`src/rtl/usb_htx_pkg.sv`:
```
package usb_htx_pkg;
  localparam int unsigned B_AUTO   = 15;
  localparam int unsigned B_DIR    = 13;
  localparam int unsigned B_DMAEN  = 12;
  localparam int unsigned B_FRC    = 11;
  localparam int unsigned B_DMAMD  = 10;
  localparam int unsigned B_TOGWE  = 9;
  localparam int unsigned B_TOG    = 8;
  localparam int unsigned B_NAKTO  = 7;
  localparam int unsigned B_TOGCLR = 6;
  localparam int unsigned B_STALL  = 5;
  localparam int unsigned B_SETUP  = 4;
  localparam int unsigned B_FLUSH  = 3;
  localparam int unsigned B_ERR    = 2;
  localparam int unsigned B_RDY    = 0;

  typedef enum logic [1:0] {
    XF_CTRL = 2'd0,
    XF_ISO  = 2'd1,
    XF_BULK = 2'd2,
    XF_INTR = 2'd3
  } xfer_e;
endpackage

```
`src/rtl/usb_htx_bytecnt.sv`:
```
module usb_htx_bytecnt #(
  parameter int unsigned MAXP_W = 11
) (
  input  logic              clk,
  input  logic              rst_n,
  input  logic              load,
  input  logic              clr,
  input  logic              autoset,
  input  logic [MAXP_W-1:0] maxp,
  output logic              auto_hit
);
  logic [MAXP_W-1:0] cnt_q, cnt_d;
  logic [MAXP_W-1:0] cnt_inc;

  always_comb begin
    cnt_inc  = cnt_q + 1'b1;
    auto_hit = load && autoset && (cnt_inc == maxp);
    cnt_d    = cnt_q;
    if (clr || auto_hit) begin
      cnt_d = '0;
    end else if (load) begin
      cnt_d = cnt_inc;
    end
  end

  always_ff @(posedge clk or negedge rst_n) begin
    if (!rst_n) begin
      cnt_q <= '0;
    end else if (clr || load) begin
      cnt_q <= cnt_d;
    end
  end

  AST_HIT_NEEDS_LOAD: assert property (@(posedge clk) disable iff (!rst_n)
    auto_hit |=> (cnt_q == '0));
endmodule

```
`src/rtl/usb_htx_strike.sv`:
```
module usb_htx_strike #(
  parameter int unsigned MAX_TRIES = 3
) (
  input  logic clk,
  input  logic rst_n,
  input  logic attempt,
  input  logic clr,
  output logic hit
);
  localparam int unsigned CW = $clog2(MAX_TRIES + 1);
  localparam logic [CW-1:0] LAST = CW'(MAX_TRIES - 1);

  logic [CW-1:0] cnt_q, cnt_d;

  always_comb begin
    hit   = attempt && (cnt_q == LAST);
    cnt_d = cnt_q;
    if (clr || hit) begin
      cnt_d = '0;
    end else if (attempt) begin
      cnt_d = cnt_q + 1'b1;
    end
  end

  always_ff @(posedge clk or negedge rst_n) begin
    if (!rst_n) begin
      cnt_q <= '0;
    end else if (clr || attempt) begin
      cnt_q <= cnt_d;
    end
  end

  AST_STRIKE_BOUND: assert property (@(posedge clk) disable iff (!rst_n)
    cnt_q <= LAST);
endmodule

```
`src/rtl/usb_htx_ctrl.sv`:
```
module usb_htx_ctrl
  import usb_htx_pkg::*;
#(
  parameter int unsigned MAXP_W    = 11,
  parameter int unsigned MAX_TRIES = 3
) (
  input  logic              clk,
  input  logic              rst_n,
  input  logic              reg_wr,
  input  logic [15:0]       reg_wdata,
  output logic [15:0]       reg_rdata,
  input  logic              fifo_load,
  input  logic [MAXP_W-1:0] max_pkt_size,
  input  logic [1:0]        xfer_type,
  input  logic              irq_en,
  input  logic              ev_ack,
  input  logic              ev_nak_limit,
  input  logic              ev_stall,
  input  logic              ev_no_hs,
  output logic              tx_go,
  output logic              setup_token,
  output logic              flush_req,
  output logic              irq
);
  logic auto_q, dir_q, dmaen_q, frc_q, dmamd_q;
  logic tog_q, nakto_q, stall_q, setup_q, err_q, rdy_q, irq_q, flush_q;
  logic auto_d, dir_d, dmaen_d, frc_d, dmamd_d;
  logic tog_d, nakto_d, stall_d, setup_d, err_d, rdy_d, irq_d, flush_d;

  logic is_bulk, is_bulk_like;
  logic ack_ok, frc_done, strike_att, strike_hit, stall_ok, nak_ok;
  logic cpu_flush, cpu_set, auto_hit, byte_load, byte_clr, strike_clr;

  assign is_bulk      = (xfer_e'(xfer_type) == XF_BULK);
  assign is_bulk_like = is_bulk || (xfer_e'(xfer_type) == XF_INTR);
  assign ack_ok       = rdy_q && ev_ack;
  assign frc_done     = rdy_q && frc_q && ev_no_hs;
  assign strike_att   = rdy_q && !frc_q && ev_no_hs && is_bulk_like;
  assign stall_ok     = rdy_q && ev_stall;
  assign nak_ok       = rdy_q && ev_nak_limit && is_bulk;
  assign cpu_flush    = reg_wr && reg_wdata[B_FLUSH] && rdy_q;
  assign cpu_set      = reg_wr && reg_wdata[B_RDY] && !rdy_q;
  assign byte_load    = fifo_load && !rdy_q;
  assign byte_clr     = cpu_set || cpu_flush || stall_ok;
  assign strike_clr   = cpu_set || auto_hit || ack_ok || frc_done || cpu_flush || stall_ok;

  usb_htx_bytecnt #(.MAXP_W(MAXP_W)) u_bytecnt (
    .clk      (clk),
    .rst_n    (rst_n),
    .load     (byte_load),
    .clr      (byte_clr),
    .autoset  (auto_q),
    .maxp     (max_pkt_size),
    .auto_hit (auto_hit)
  );

  usb_htx_strike #(.MAX_TRIES(MAX_TRIES)) u_strike (
    .clk     (clk),
    .rst_n   (rst_n),
    .attempt (strike_att),
    .clr     (strike_clr),
    .hit     (strike_hit)
  );

  always_comb begin
    auto_d  = auto_q;
    dir_d   = dir_q;
    dmaen_d = dmaen_q;
    frc_d   = frc_q;
    dmamd_d = dmamd_q;
    tog_d   = tog_q;
    nakto_d = nakto_q;
    stall_d = stall_q;
    setup_d = setup_q;
    err_d   = err_q;
    rdy_d   = rdy_q;

    if (reg_wr) begin
      auto_d  = reg_wdata[B_AUTO];
      dir_d   = reg_wdata[B_DIR];
      dmaen_d = reg_wdata[B_DMAEN];
      frc_d   = reg_wdata[B_FRC];
      dmamd_d = reg_wdata[B_DMAMD];
      if (reg_wdata[B_TOGWE]) tog_d = reg_wdata[B_TOG];
      if (reg_wdata[B_TOGCLR] || reg_wdata[B_SETUP]) tog_d = 1'b0;
      if (!reg_wdata[B_NAKTO]) nakto_d = 1'b0;
      if (!reg_wdata[B_STALL]) stall_d = 1'b0;
      if (!reg_wdata[B_ERR])   err_d   = 1'b0;
    end

    if (cpu_set) begin
      rdy_d   = 1'b1;
      setup_d = reg_wdata[B_SETUP];
    end
    if (auto_hit) begin
      rdy_d   = 1'b1;
      setup_d = 1'b0;
    end

    if (ack_ok || frc_done) begin
      rdy_d   = 1'b0;
      setup_d = 1'b0;
      tog_d   = ~tog_q;
    end
    if (cpu_flush) begin
      rdy_d   = 1'b0;
      setup_d = 1'b0;
    end
    if (strike_hit) begin
      err_d   = 1'b1;
      rdy_d   = 1'b0;
      setup_d = 1'b0;
    end
    if (stall_ok) begin
      stall_d = 1'b1;
      rdy_d   = 1'b0;
      setup_d = 1'b0;
    end
    if (nak_ok) nakto_d = 1'b1;

    flush_d = cpu_flush || stall_ok;
    irq_d   = irq_en && ((rdy_q && !rdy_d) || (err_d && !err_q) ||
                         (stall_d && !stall_q) || (nakto_d && !nakto_q));
  end

  always_ff @(posedge clk or negedge rst_n) begin
    if (!rst_n) begin
      auto_q  <= 1'b0;
      dir_q   <= 1'b0;
      dmaen_q <= 1'b0;
      frc_q   <= 1'b0;
      dmamd_q <= 1'b0;
      tog_q   <= 1'b0;
      nakto_q <= 1'b0;
      stall_q <= 1'b0;
      setup_q <= 1'b0;
      err_q   <= 1'b0;
      rdy_q   <= 1'b0;
      irq_q   <= 1'b0;
      flush_q <= 1'b0;
    end else begin
      auto_q  <= auto_d;
      dir_q   <= dir_d;
      dmaen_q <= dmaen_d;
      frc_q   <= frc_d;
      dmamd_q <= dmamd_d;
      tog_q   <= tog_d;
      nakto_q <= nakto_d;
      stall_q <= stall_d;
      setup_q <= setup_d;
      err_q   <= err_d;
      rdy_q   <= rdy_d;
      irq_q   <= irq_d;
      flush_q <= flush_d;
    end
  end

  always_comb begin
    reg_rdata          = '0;
    reg_rdata[B_AUTO]  = auto_q;
    reg_rdata[B_DIR]   = dir_q;
    reg_rdata[B_DMAEN] = dmaen_q;
    reg_rdata[B_FRC]   = frc_q;
    reg_rdata[B_DMAMD] = dmamd_q;
    reg_rdata[B_TOG]   = tog_q;
    reg_rdata[B_NAKTO] = nakto_q;
    reg_rdata[B_STALL] = stall_q;
    reg_rdata[B_SETUP] = setup_q;
    reg_rdata[B_ERR]   = err_q;
    reg_rdata[1]       = rdy_q;
    reg_rdata[B_RDY]   = rdy_q;
  end

  assign tx_go       = rdy_q && !nakto_q;
  assign setup_token = setup_q;
  assign flush_req   = flush_q;
  assign irq         = irq_q;

  AST_FLUSH_NEEDS_RDY: assert property (@(posedge clk) disable iff (!rst_n)
    flush_req |-> $past(rdy_q));
  AST_ACK_FLIPS_TOG: assert property (@(posedge clk) disable iff (!rst_n)
    (rdy_q && ev_ack) |=> (tog_q != $past(tog_q)) && !rdy_q);
  AST_STALL_DROPS_PKT: assert property (@(posedge clk) disable iff (!rst_n)
    (rdy_q && ev_stall) |=> !rdy_q && stall_q && flush_req);
  AST_AUTO_COMMITS: assert property (@(posedge clk) disable iff (!rst_n)
    auto_hit |=> rdy_q);
  AST_IRQ_GATED: assert property (@(posedge clk) disable iff (!rst_n)
    irq |-> $past(irq_en));
  AST_NAKTO_BULK_ONLY: assert property (@(posedge clk) disable iff (!rst_n)
    $rose(nakto_q) |-> ($past(xfer_type) == 2'd2));
endmodule

```
`config.mk`:
```
export PLATFORM = sky130hd
export DESIGN_NAME = usb_htx_ctrl
export DESIGN_NICKNAME = d
export VERILOG_FILES = /design/src/rtl/usb_htx_pkg.sv /design/src/rtl/usb_htx_bytecnt.sv /design/src/rtl/usb_htx_strike.sv /design/src/rtl/usb_htx_ctrl.sv
export SDC_FILE = /design/constraint.sdc
export NUM_CORES = 1
export LEC_CHECK = 0
export ABC_CLOCK_PERIOD_IN_PS = 3550
export BUFFER_PORTS_ARGS = -buffer_cell sky130_fd_sc_hd__buf_2
export CORE_UTILIZATION = 51
export DETAILED_ROUTE_END_ITERATION = 7
export GPL_ROUTABILITY_DRIVEN = 0
export PLACE_DENSITY = 0.81
export SYNTH_ARGS = -nofsm -noshare
export SYNTH_HDL_FRONTEND = slang
export SYNTH_HIERARCHICAL = 1
export SYNTH_SLANG_ARGS = --single-unit
export TNS_END_PERCENT = 10
```
`constraint.sdc`:
```
create_clock -name clk -period 3.55 [get_ports clk]
set_input_delay 0.5325 -clock clk [delete_from_list [all_inputs] [get_ports clk]]
set_output_delay 0.5325 -clock clk [all_outputs]
set_load 0.005 [all_outputs]
```
Word level (Yosys, flattened, before mapping)
Cells that the tools add are included.
{"block": "totals", "ff_bits": 26, "inputBits": 38, "output_inout_bits": 20, "elab_cells": 106}
{"block": "op_classes", "addsub": 2, "n_eq_ne": 4, "mux": 29, "bitwise_logic": 1, "reduce_logical": 55}
{"cell": "$mux 1", "count": 25}
{"cell": "$logic_and 1x1->1", "count": 23}
{"cell": "$mux 11", "count": 2}
{"cell": "$logic_or 1x1->1", "count": 18}
{"cell": "$add 11x1->11 const B", "count": 1}
{"cell": "$eq 11x11->1", "count": 1}
{"cell": "$eq 2x2->1 const B", "count": 3}
{"cell": "$logic_not 1->1", "count": 6}
{"cell": "$reduce_and 2->1", "count": 3}
{"cell": "$reduce_bool 2->1", "count": 3}
{"cell": "$reduce_bool 6->1", "count": 1}
{"cell": "$mux 2", "count": 2}
{"cell": "$reduce_bool 3->1", "count": 1}
{"cell": "$add 2x1->2 const B", "count": 1}
{"cell": "$not 1->1", "count": 1}

Longest topological paths before layout
Gate-level depths: netlist of run 1.
{"block": "depth", "ltp_word": 15, "depth_mapped": 10, "mapped_depth_nobuf": 9}

Cells and area by module
The synthesis of run 1 kept the hierarchy.
{"module": "usb_htx_bytecnt", "instances": 1, "cells_each": 114, "area_per_inst_um2": 979.7, "seq_area_each_um2": 275.3}
{"module": "usb_htx_ctrl", "instances": 1, "cells_each": 72, "area_per_inst_um2": 734.5, "seq_area_each_um2": 325.3}
{"module": "usb_htx_strike", "instances": 1, "cells_each": 10, "area_per_inst_um2": 111.4, "seq_area_each_um2": 50.0}

Worst setup path after synthesis of run 1
Ideal clock, no wire load.
{"block": "synth_timing", "path_kind": "register to register", "start": "register u_bytecnt.cnt_q[0]", "end": "register u_strike.cnt_q[0]", "setup_ns": 0.095, "arrival_time_ns": 2.630, "required_ns": 3.455, "setup_slack_ns": 0.825, "path_stages_with_launch": 10, "path_buffers": 0, "path_cell_list": "dfrtp_1 > ha_1 > xnor3_1 > a32oi_1 > o32ai_1 > a21oi_2 > nor4_1 > or3b_1 > or4b_1 > o31ai_1"}
{"block": "synth_via", "elab_chain_len": 11, "word_cells_on_any_way": 13, "classes_between": "1 x add/sub; 1 x eq/ne; 1 x mux; 10 x reduce/logical"}
{"item": "start: declaration", "line": "usb_htx_bytecnt.sv:12", "rtl": "logic [MAXP_W-1:0] cnt_q, cnt_d;"}
{"item": "start signal: assignment", "line": "usb_htx_bytecnt.sv:30", "rtl": "cnt_q <= cnt_d;"}
{"item": "$add 11x1->11 (*)", "line": "usb_htx_bytecnt.sv:16", "rtl": "cnt_inc = cnt_q + 1'b1;"}
{"item": "$eq 11x11->1 (*)", "line": "usb_htx_bytecnt.sv:17", "rtl": "auto_hit = load && autoset && (cnt_inc == maxp);"}
{"item": "$logic_and 1x1->1 (*)", "line": "usb_htx_bytecnt.sv:17"}
{"item": "net auto_hit", "line": "usb_htx_ctrl.sv:32", "rtl": "logic cpu_flush, cpu_set, auto_hit, byte_load, byte_clr, strike_clr;"}
{"item": "$logic_or 1x1->1 (*) (5 in a row)", "line": "usb_htx_ctrl.sv:45", "rtl": "assign strike_clr = cpu_set || auto_hit || ack_ok || frc_done || cpu_flush || stall_ok;"}
{"item": "net strike_clr", "line": "usb_htx_ctrl.sv:32"}
{"item": "$logic_or 1x1->1", "line": "usb_htx_strike.sv:18", "rtl": "if (clr || hit) begin"}
{"item": "$reduce_bool 2->1 (no line)"}
{"item": "$reduce_and 2->1 (no line)"}
{"item": "end signal: assignment", "line": "usb_htx_strike.sv:29", "rtl": "cnt_q <= cnt_d;"}
{"item": "end: declaration", "line": "usb_htx_strike.sv:13", "rtl": "logic [CW-1:0] cnt_q, cnt_d;"}
Mark *: on every way through the listed nets, which the timed path passes. The rest lies on a longest branch.
A chain may end at the register's enable or synchronous reset.

Final worst setup path of run 1
Same ends and word-level chain as after synthesis.

==> summary.txt, run 1 <==
Floorplan
  – Initial core utilization: 53.9%
  – Site row count: 21
  – Ports: 58
  – CORE AREA: 0.00339 sq mm
  – Die span in x: 61.8 um
  – Die Y-Extent: 61.8 um
  – Die area: 0.00382 sq mm

Setup path
  – Setup crit start: u_bytecnt/cnt_q[0]$_DFFE_PN0P_
  – CP Class: register to register
  – Req. time, crit path: 3790 ps
  – Arrival time at the worst endpoint: 3280 ps
  – CP Buf/Inv Count: 0
  – Largest stage delay, worst path: 510 ps
  – R2r setup slk: 510 ps
  – Worst Setup End Kind: register
  – Slowest cell on the critical path: dfrtp_1
  – CP Max Fanout: 7
  – Crit-path leading delay family: simple AND/OR/NAND/NOR gates
  – Crit path cell chain: ha_1 > xnor3_1 > a32oi_1 > o32ai_1 > a21oi_2 > nor4_1 > or3b_1 > or4b_1 > o31ai_1
  – Worst r2r dst: u_strike/cnt_q[0]$_DFFE_PN0P_
  – Critical Path End: u_strike/cnt_q[0]$_DFFE_PN0P_
  – CP startpoint kind: register
  – Worst R2R Start: u_bytecnt/cnt_q[0]$_DFFE_PN0P_
  – Critical path depth: 9
  – Worst r2r path cells: 9

Cells and area
  – Most frequent cells in the layout: 51 x buf_2, 26 x dfrtp_1, 14 x nand2_1
  – Area delta synth->final: 11.7%
  – Fin cells: 276
  – Ant. Diodes: 0
  – Layout cell share with drive strength beyond 1: 30.9%
  – Final nets: 271
  – Design Area, Final: 0.00204 sq mm
  – Leading cell type in the layout, fill and taps excluded: buf_2
  – Multi-input logic area: 997 sq um
  – Layout filler cell count: 295
  – Storage element area: 651 sq um

Drt
  – Initial DRC count: 56
  – Routed WL: 3760 um
  – # DRC: 0
  – First drt pass iteration count: 4
  – Vias per inst: 5.55
  – Routed via count: 1532
  – WL/cell: 13.6 um
  – Detail Route Antenna Nets: 0

Clock network
  – CTS tree: done
  – Clock Sinks: 26
  – H-Tree Depth: 1
  – PostCTS Resize Cnt: 0
  – Max Buffers Root-to-Sink: 2
  – Hold buffer count at cts: 0
  – Clock latency on the worst-skew pair: 330 ps
  – CTS Buf Count: 3
  – Setup bufs post-CTS: 0
  – Clk root buf: clkbuf_4
  – Clock Pin Slew Worst Setup and Hold Paths: 160 ps

Logic synthesis
  – Syn Inst Count: 196
  – Syn Std Cell Area: 0.00183 sq mm
  – Main flop type after synthesis: dfrtp_1
  – Syn_area_per_cell: 9.31 sq um
  – Yosys top cell area share: 35.6%
  – Largest area contributor in the netlist: dfrtp_1
  – #FFs+latches synth: 26
  – Area contributors post-synth: dfrtp_1 36%, buf_4 7.0%, xnor2_1 4.8%
  – Post-synthesis sequential area ratio: 35.6%
  – Distinct cells, synth: 51
  – Yosys Warn Count: 6
  – Post-synth EDFFs: 0
  – Post-synth ARST share: 100%

GRT
  – GRT Resource Usage Total: 21.6%
  – GR Overflow Total: 0
  – Initial antenna violation count: 0
  – Vias in the first global route: 1359
  – Global-route wire length before repair: 6190 um
  – Pin count of the biggest net entering global routing: 27

Timing
  – Fin. max-slew vios: 0
  – TNS Setup: 0 ps
  – Final setup fails: 0
  – Fmax achieved: 329 MHz
  – Final hold viol count: 0
  – Period utilization: 85.7%
  – Minimum clock period: 3040 ps
  – Slew @ Worst Pin: 577 ps
  – RSZ-0062 raised after global routing: false
  – Max Clock Skew: 16.0 ps
  – Relative slew slack: 61.6%

Power
  – Flop pwr share: 44.6%
  – Power Density: 448 mW/mm^2
  – P_leak: 0.000934 uW
  – Pint: 607 uW
  – Net Sw Power: 308 uW
  – Clock power frac: 22.9%
  – Gate power share: 32.5%
  – Sw frac: 33.6%
  – VDD IR max: 0.266 mV

Place
  – DP Wirelength: 2920 um
  – Area of placed instances: 0.00199 sq mm
  – Dpl cells: 272
  – PortBufs: 51

Flow run
  – Max-cap violation count: 0

Min path
  – Worst hold path class: primary input to asynchronous set/reset pin

Run status
  – Status: finished clean
-- power groups by stage --
stage                     registers [uW]  logic (uW)  clock network [uW]
after floorplan                      390         252                   0
after global placement               411         288                   0
after detailed placement             414         297                   0
after CTS                            407         298                 215
after global routing                 420         330                 225
final                                408         297                 209
-- stage by stage --
stage | hold WS [ps] | power [uW] | worst slack (ps) | util, %
6_report | 171 | 914 | 509 | 60.2
5_1_grt | 217 | 975 | 343 | 60.2
4_1_cts | 194 | 920 | 536 | 60.2
3_5_place_dp | 496 | 711 | 555 | 58.6
3_3_place_gp | 490 | 700 | 643 | 58.6
2_1_floorplan | 237 | 643 | 825 | -
-- cell families (layout without fill, tap and decap cells) --
logic type | after synthesis | in the layout | synth area share, %
xor gates and xnor gates | 19 | 19 | 9.87
muxes | 7 | 7 | 4.18
buffers and inverters | 30 | 61 | 10.3
other | 1 | 4 | 0.205
and+or+nand+nor | 83 | 83 | 27.5
AOI/OAI and AO/OA | 28 | 28 | 10.9
adders and majority gates | 2 | 2 | 1.37
DFF | 26 | 26 | 35.6
-- how the worst min path moves through the flow --
stage / to / slack (ps) / depth (start not counted)
4_1_cts: u_bytecnt/cnt_q[6]$_DFFE_PN0P_ / 190 / 1
3_5_place_dp: dmaen_q$_DFFE_PN0P_ / 500 / 1
3_3_place_gp: dmaen_q$_DFFE_PN0P_ / 490 / 1
2_1_floorplan: auto_q$_DFFE_PN0P_ / 240 / 0
5_1_grt: u_bytecnt/cnt_q[6]$_DFFE_PN0P_ / 220 / 1
6_report: setup_token$_DFFE_PN0P_ / 170 / 1
-- metal layers --
| layer | GRT usage, % | vias to the layer above | routed length, um |
|---|---|---|---|
| li1 | - | 754 | - |
| met1 | 33.1 | 722 | 1800 |
| met2 | 33.0 | 54 | 1780 |
| met3 | 3.31 | 2 | 162 |
| met4 | 2.86 | 0 | 20 |
| met5 | 0 | - | 0 |
-- state kept, by name, summed over array words and instances, names as in the netlist --
signal,flops
nakto_q,1
auto_q,1
tog_q,1
irq,1
dmaen_q,1
frc_q,1
err_q,1
flush_req,1
rdy_q,1
stall_q,1
setup_token,1
dir_q,1
u_bytecnt/cnt_q,11
dmamd_q,1
u_strike/cnt_q,2
-- Yosys cell counts (3+ instances only) --
library cell,count
and3_1,5
a21oi_1,3
dfrtp_1,26
nor2_1,11
mux2_2,5
inv_1,5
nor4_1,7
o21ai_0,7
nor2b_1,3
buf_2,3
xnor2_1,10
nand2_1,14
xor2_1,8
buf_4,17
nand3_1,10
o31a_1,3
nor3_1,9
clkbuf_1,3
-- layout make-up --
type	instances	share of cell area [%]
clock buffers	3	1.10
clock inverters	1	1.47
inverters	5	0.920
multi-input cells	143	48.9
flip-flops and latches	26	31.9
well taps	46	2.82
repair buffers	52	12.9
(Power assumes the default switching activity.)
==> run 2, diff against run 1 <==
Settings changed: CORE_UTILIZATION 51 to 53, CTS_BUF_LIST from default to sky130_fd_sc_hd__clkbuf_2, PLACE_DENSITY 0.81 to 0.84.
==> run 2 against run 1 <==
Effect of this change: hold slack worse by 42 ps; largest power group unchanged; non-clock buffer count unchanged; sequential share of layout area is 0.16 points higher; clock skew fell by 11 ps; critical path type unchanged; wire length down 4.0%.
==> summary.txt, run 2 (same netlist as run 1, synthesis figures left out) <==
GRT
  – Initial antenna violation count: 0
  – Pin count of the biggest net entering global routing: 27
  – Global-route wire length before repair: 5930 um
  – GRT Resource Usage Total: 21.9%
  – GR Overflow Total: 0
  – Vias in the first global route: 1370

Clock network
  – Clock Pin Slew Worst Setup and Hold Paths: 240 ps
  – H-Tree Depth: 1
  – CTS Buf Count: 3
  – Clk root buf: clkbuf_2
  – Setup bufs post-CTS: 0
  – Max Buffers Root-to-Sink: 2
  – Clock latency on the worst-skew pair: 350 ps
  – Clock Sinks: 26
  – CTS tree: done
  – PostCTS Resize Cnt: 0
  – Hold buffer count at cts: 0

Timing
  – Max Clock Skew: 5.50 ps
  – Hold WS: 129 ps
  – Minimum clock period: 3000 ps
  – Slew @ Worst Pin: 562 ps
  – Final setup fails: 0
  – RSZ-0062 raised after global routing: false
  – Period utilization: 84.5%
  – Fmax achieved: 334 MHz
  – Final hold viol count: 0
  – TNS Setup: 0 ps
  – Relative slew slack: 62.5%
  – Fin. max-slew vios: 0

Setup path
  – CP Buf/Inv Count: 0
  – Largest stage delay, worst path: 510 ps
  – CP Class: register to register
  – Slowest cell on the critical path: dfrtp_1
  – Worst Setup End Kind: register
  – Crit-path leading delay family: simple AND/OR/NAND/NOR gates
  – CP startpoint kind: register
  – Arrival time at the worst endpoint: 3280 ps
  – CP Max Fanout: 7
  – Crit path cell chain: ha_1 > xnor3_1 > a32oi_1 > o32ai_1 > a21oi_2 > nor4_1 > or3b_1 > or4b_1 > o31ai_1
  – Req. time, crit path: 3830 ps

Power
  – Power Density: 438 mW/mm^2
  – VDD IR max: 0.367 mV
  – P_leak: 0.000933 uW
  – Overall power: 889 uW

Run status
  – Status: finished clean

Floorplan
  – Site row count: 20
  – Die span in x: 60.7 um
  – CORE AREA: 0.00315 sq mm
  – Ports: 58
  – Die Y-Extent: 60.7 um
  – Initial core utilization: 57.9%
  – Die area: 0.00368 sq mm

Cells and area
  – Layout cell share with drive strength beyond 1: 30.9%
  – Storage element area: 651 sq um
  – Leading cell type in the layout, fill and taps excluded: buf_2
  – Largest Register: u_bytecnt/cnt_q
  – Area delta synth->final: 11.2%
  – Final nets: 271
  – Max FFs per register: 11
  – Layout filler cell count: 281
  – Ant. Diodes: 0
  – Multi-input logic area: 997 sq um
  – Largest registers: u_bytecnt/cnt_q: 11 flops, u_strike/cnt_q: 2 flops
  – Most frequent cells in the layout: 51 x buf_2, 26 x dfrtp_1, 14 x nand2_1

Drt
  – First drt pass iteration count: 4
  – Routed via count: 1511
  – Vias per inst: 5.51
  – Initial DRC count: 59
  – Routed WL: 3610 um
  – WL/cell: 13.2 um
  – Detail Route Antenna Nets: 0
  – # DRC: 0

Flow run
  – Max-cap violation count: 0

Min path
  – Worst hold path class: primary input to asynchronous set/reset pin

Place
  – PortBufs: 51
  – DP Wirelength: 2850 um
## run 2: cell counts in the layout (fill, tap and decap cells not counted)
No cell type changed its count.
## run 2: final cells by class
| type | instances | share of cell area (%) |
|---|---|---|
| clock buffers | 3 | 0.740 |
| clock inverters | 1 | 1.48 |
| inverters | 5 | 0.925 |
| multi-input cells | 143 | 49.1 |
| flip-flops and latches | 26 | 32.1 |
| well taps | 44 | 2.71 |
| repair buffers | 52 | 12.9 |
## run 2: path summary, 6_finish.rpt
path	startpoint	end	slack, ps	depth (start not counted)
worst min register to register	dir_q$_DFFE_PN0P_	dir_q$_DFFE_PN0P_	540	1
max in group asynchronous	rst_n	u_bytecnt/cnt_q[5]$_DFFE_PN0P_	3060	1
worst min-delay path	rst_n	err_q$_DFF_PN0_	130	1
worst max-delay path	u_bytecnt/cnt_q[0]$_DFFE_PN0P_	u_strike/cnt_q[0]$_DFFE_PN0P_	550	9
min in group clk	irq_en	irq$_DFF_PN0_	370	2
worst max register to register	u_bytecnt/cnt_q[0]$_DFFE_PN0P_	u_strike/cnt_q[0]$_DFFE_PN0P_	550	9
## run 2: where the power goes
group / switching [uW] / internal (uW)
combinational: 152 / 145
clock: 86.6 / 97.0
sequential: 60.7 / 347
total: 299 / 589
## run 2: stage by stage
step           util, %  area (sq um)  setup WS (ps)  cells
2_1_floorplan        -          1840            825    199
3_3_place_gp      62.9          1980            610    270
3_5_place_dp      62.9          1980            587    270
4_1_cts           64.4          2030            541    274
5_1_grt           64.4          2030            248    274
6_report          64.4          2030            552    274
## run 2: metal layers
metal  vias to the layer above  GRT usage, %  wire length (um)
li1                        754             -                 -
met1                       705          30.0              1680
met2                        46          35.2              1690
met3                         6          4.69               194
met4                         0          6.17                51
met5                         -             0                 0
